File: config.mk
export PLATFORM = sky130hd
export DESIGN_NAME = hiccup_seq
export DESIGN_NICKNAME = d
export VERILOG_FILES = /design/src/rtl/hsq_pkg.sv /design/src/rtl/hsq_sync.sv /design/src/rtl/hsq_tick_gen.sv /design/src/rtl/hsq_delay_cnt.sv /design/src/rtl/hiccup_seq.sv
export SDC_FILE = /design/constraint.sdc
export NUM_CORES = 1
export LEC_CHECK = 0
export ABC_AREA = 1
export BUFFER_PORTS_ARGS = -buffer_cell sky130_fd_sc_hd__buf_2
export CAP_MARGIN = 10
export CORE_MARGIN = 3
export CORE_UTILIZATION = 55
export DETAILED_ROUTE_END_ITERATION = 12
export PLACE_DENSITY = 0.75
export SLEW_MARGIN = 10
export SYNTH_ARGS = -nofsm -noshare
export SYNTH_HDL_FRONTEND = slang
export SYNTH_HIERARCHICAL = 1
export SYNTH_SLANG_ARGS = --single-unit
File: constraint.sdc
create_clock -name clk -period 3.5 [get_ports clk]
set_clock_uncertainty 0.05 [all_clocks]
set_input_delay 0.7 -clock clk [delete_from_list [all_inputs] [get_ports clk]]
set_output_delay 0.7 -clock clk [all_outputs]
set_load 0.02 [all_outputs]
File: src/rtl/hsq_pkg.sv
package hsq_pkg;

    typedef enum logic [1:0] {
        SEQ_PWRUP = 2'd0,
        SEQ_FAULT = 2'd1,
        SEQ_DELAY = 2'd2,
        SEQ_RUN   = 2'd3
    } seq_state_e;

    typedef struct packed {
        logic gate_en;
        logic comp_release;
        logic comp_discharge;
        logic fault_flag;
    } seq_out_t;

    function automatic seq_out_t seq_decode(input logic released, input logic dim);
        seq_out_t o;
        o.gate_en        = released & dim;
        o.comp_release   = released & dim;
        o.comp_discharge = ~released;
        o.fault_flag     = ~released;
        return o;
    endfunction

    function automatic seq_state_e seq_next(
        input seq_state_e cur,
        input logic       dim_rise,
        input logic       fault_now,
        input logic       expire
    );
        seq_state_e n;
        n = cur;
        unique case (cur)
            SEQ_PWRUP: if (dim_rise) n = fault_now ? SEQ_FAULT : SEQ_DELAY;
            SEQ_FAULT: if (!fault_now) n = SEQ_DELAY;
            SEQ_DELAY: begin
                if (fault_now)   n = SEQ_FAULT;
                else if (expire) n = SEQ_RUN;
            end
            SEQ_RUN:   if (fault_now) n = SEQ_FAULT;
            default:   n = SEQ_PWRUP;
        endcase
        return n;
    endfunction

endpackage

File: src/rtl/hsq_sync.sv
module hsq_sync #(
    parameter int WIDTH  = 2,
    parameter int STAGES = 2
) (
    input  logic             clk,
    input  logic             rst,
    input  logic [WIDTH-1:0] d,
    output logic [WIDTH-1:0] q
);
    logic [WIDTH-1:0] chain [STAGES];

    always_ff @(posedge clk) begin
        if (rst) chain[0] <= '0;
        else     chain[0] <= d;
    end

    for (genvar s = 1; s < STAGES; s++) begin : g_stage
        always_ff @(posedge clk) begin
            if (rst) chain[s] <= '0;
            else     chain[s] <= chain[s-1];
        end
    end

    assign q = chain[STAGES-1];
endmodule

File: src/rtl/hsq_tick_gen.sv
module hsq_tick_gen #(
    parameter int PRE_DIV = 4
) (
    input  logic clk,
    input  logic rst,
    input  logic run,
    output logic tick
);
    localparam int PW = (PRE_DIV > 1) ? $clog2(PRE_DIV) : 1;
    localparam logic [PW-1:0] LAST = PW'(PRE_DIV - 1);

    logic [PW-1:0] pre;

    always_ff @(posedge clk) begin
        if (rst || !run)    pre <= '0;
        else if (pre == LAST) pre <= '0;
        else                pre <= pre + 1'b1;
    end

    assign tick = run && (pre == LAST);
endmodule

File: src/rtl/hsq_delay_cnt.sv
module hsq_delay_cnt #(
    parameter int DELAY_TICKS = 256,
    localparam int CW = $clog2(DELAY_TICKS + 1)
) (
    input  logic          clk,
    input  logic          rst,
    input  logic          run,
    input  logic          tick,
    output logic          expire,
    output logic [CW-1:0] count
);
    localparam logic [CW-1:0] LAST = CW'(DELAY_TICKS - 1);

    always_ff @(posedge clk) begin
        if (rst || !run) count <= '0;
        else if (tick)   count <= count + 1'b1;
    end

    assign expire = run && tick && (count == LAST);
endmodule

File: src/rtl/hiccup_seq.sv
module hiccup_seq #(
    parameter int PRE_DIV     = 4,
    parameter int DELAY_TICKS = 256,
    parameter int SYNC_STAGES = 2
) (
    input  logic clk,
    input  logic rst,
    input  logic dim_in,
    input  logic ov_in,
    input  logic oc_in,
    output logic gate_en,
    output logic comp_release,
    output logic comp_discharge,
    output logic fault_flag
);
    import hsq_pkg::*;

    localparam int DLY_W = $clog2(DELAY_TICKS + 1);

    logic [1:0]       flt_sync;
    logic             fault_now;
    logic             dim_q;
    logic             dim_rise;
    seq_state_e       state;
    seq_state_e       state_nxt;
    logic             run_delay;
    logic             tick;
    logic             expire;
    logic [DLY_W-1:0] count;
    logic             released;
    seq_out_t         outs;

    hsq_sync #(.WIDTH(2), .STAGES(SYNC_STAGES)) u_sync (
        .clk (clk),
        .rst (rst),
        .d   ({ov_in, oc_in}),
        .q   (flt_sync)
    );

    assign fault_now = |flt_sync;

    // A dim input already high at reset is not a rising edge.
    always_ff @(posedge clk) begin
        if (rst) dim_q <= 1'b1;
        else     dim_q <= dim_in;
    end

    assign dim_rise = dim_in & ~dim_q;

    assign run_delay = (state == SEQ_DELAY) && !fault_now;

    hsq_tick_gen #(.PRE_DIV(PRE_DIV)) u_tick (
        .clk  (clk),
        .rst  (rst),
        .run  (run_delay),
        .tick (tick)
    );

    hsq_delay_cnt #(.DELAY_TICKS(DELAY_TICKS)) u_cnt (
        .clk    (clk),
        .rst    (rst),
        .run    (run_delay),
        .tick   (tick),
        .expire (expire),
        .count  (count)
    );

    assign state_nxt = seq_next(state, dim_rise, fault_now, expire);

    always_ff @(posedge clk) begin
        if (rst) state <= SEQ_PWRUP;
        else     state <= state_nxt;
    end

    assign released = (state == SEQ_RUN) && !fault_now;
    assign outs     = seq_decode(released, dim_in);

    assign gate_en        = outs.gate_en;
    assign comp_release   = outs.comp_release;
    assign comp_discharge = outs.comp_discharge;
    assign fault_flag     = outs.fault_flag;
endmodule

==> run metrics <==
status=complete, no violations; Clock Sink Count=18; # hold bufs at CTS=0; Max Slew Vio Count=0; Synth async-reset ratio=0%; initial antenna violation count=0; FMAX=487 MHz; total track usage=17.0%; Final Hold Vio Count=0; # H-tree levels=1; clock transition at the registers of the reported paths=0.10 ns; chip height=46.0 um; num rows=13; Core Area=1400 um2; largest net degree at the start of global routing=11; 1st-iter DRT viols=11; Tmin final=2.05 ns; Worst Setup End Kind=register; Post-synth EDFFs=0; Worst Setup Start Kind=register; via/cell ratio=5.05; Netlist cell types=22; Max-cap violations=0; area grow syn2layout=7.81%; Synth top area share=40.9%; Final Util=67.9%; hold_sp=u_sync/chain[0][0]; Combinational Power Share=21.4%; Setup CP Type=reg2reg; final setup fails=0; Final #Nets=137; GRT overflow=0; Net Sw Frac=30.4%; Post-Syn Area=881 um2; Initial Util=63.0%; placed cells=139; area of the die=2120 um2; clk_lat worst skew=0.29 ns; Num CTS Buffers=3; Crit path arrival time=2.20 ns; setup repair bufs after CTS=0; post-synth top area cell=dfxtp_1; Syn Nets=127; worst slack at placement=1.48 ns; post-route setup slack=1.45 ns; synth warn=6; multi-input logic area=408 um2; global-route wire length before repair=2540 um; DP HPWL=1130 um; number of I/O port buffers=8; # IOs=9; Sw Pwr=138 uW; routed vias=722; sum of negative setup slack=0 ns; CP max FO=10; routability cong.=0.821; WL final=1460 um; part of the power in registers=50.9%; ant diodes=0; Tightest Pin Transition=0.380 ns; vias in the first global route=629; Post-Layout Cell Count=143; Register Area=360 um2; CP startpoint=state[1]; CTS tree=done; Filler cells=122; sequential area share after synthesis=40.9%; Clock Root Buffer=clkbuf_4; share of cells above drive strength 1=19.5%; Slew HR=74.5%; VDD IR-drop max=0.319 mV; Max Root-Sink Buffers=2; Post-route DRC=0; main area contributors after synthesis=dfxtp_1, inv_1, nor2_1; Power Dens Cells=479 nW/um2; Worst Hold Class=reg2reg; final worst path period share=58.7%; LEAKAGE=0.450 nW; #FFs+latches synth=18; Post-Layout Inst Area=950 um2; DR pass1 iterations=4; Syn Inst Count=119; prevailing post-synth register cell=dfxtp_1; PnR Total Power=455 uW; syn_area_per_cell=7.40 um2; clock share of power=27.7%; drt wl/cell=10.2 um; PostCTS Resize Cnt=0; reg2reg start=state[1]; P_int=317 uW; Hold WS=0.358 ns; Placed Area=913 um2; RSZ-0062 raised after global routing=false; WP data required=3.65 ns; commonest cells in the netlist=inv_1, nor2_1, dfxtp_1; Die Span X=46.0 um; DRT antenna net count=0
[layout by cell type (no fill, tap or decap), types with 4 or more instances in the layout]
master and instances:
inv_1 20, nor2_1 20, dfxtp_1 18, nand2_1 16, a21oi_1 8, buf_2 8, nand3_1 6, o21ai_0 4
[power groups by stage]
stage               registers [mW]  logic (mW)  clock network (mW)
floorplan                    0.233      0.0795                   0
global placement             0.235      0.0929                   0
detailed placement           0.236      0.0961                   0
CTS                          0.231      0.0966               0.133
global route                 0.233       0.111               0.140
finish                       0.231      0.0971               0.126
[final timing paths]
kind	end	slack [ns]	depth (start not counted)
max	state[1]	1.45	11
min	u_sync/chain[1][0]	0.36	2
max reg2reg	state[1]	1.45	11
min reg2reg	u_sync/chain[1][0]	0.36	2
[cell type report]
cell class | instances | share of cell area [%]
clock buffers | 4 | 3.82
inverters | 23 | 9.09
multi-input cells | 75 | 43.0
flip-flops and latches | 18 | 37.9
well taps | 15 | 1.98
repair buffers | 8 | 4.22
[per-layer routing]
metal,up-vias,global-route usage [%],share of wire [%]
met5,-,0,0
met4,0,11.9,2.0
met3,4,2.37,4.8
met2,17,25.5,46
met1,313,21.9,47
li1,388,-,-
[worst max-delay path: stages, from the launching register on]
cell      delay [ns]
dfxtp_1         0.39
inv_1           0.09
nor3_1          0.36
nand2_1         0.09
inv_1           0.26
nand2_1         0.08
nor2_1          0.09
inv_1           0.04
o211ai_1        0.24
nand2_1         0.09
o21ai_1         0.13
inv_1           0.05
[cell families after synthesis]
logic type / synth area share, %
AND/OR/NAND/NOR: 32.7
buffers and inverters: 12.8
flip-flops: 40.9
AO/OA/AOI/OAI: 9.38
adder cells (fa/ha/maj): 4.26
[state kept, by name, indices dropped and copies added (netlist names)]
register,count
state,2
dim_q,1
u_cnt/count,9
u_tick/pre,2
u_sync/chain,4
(Power assumes the default switching activity.)
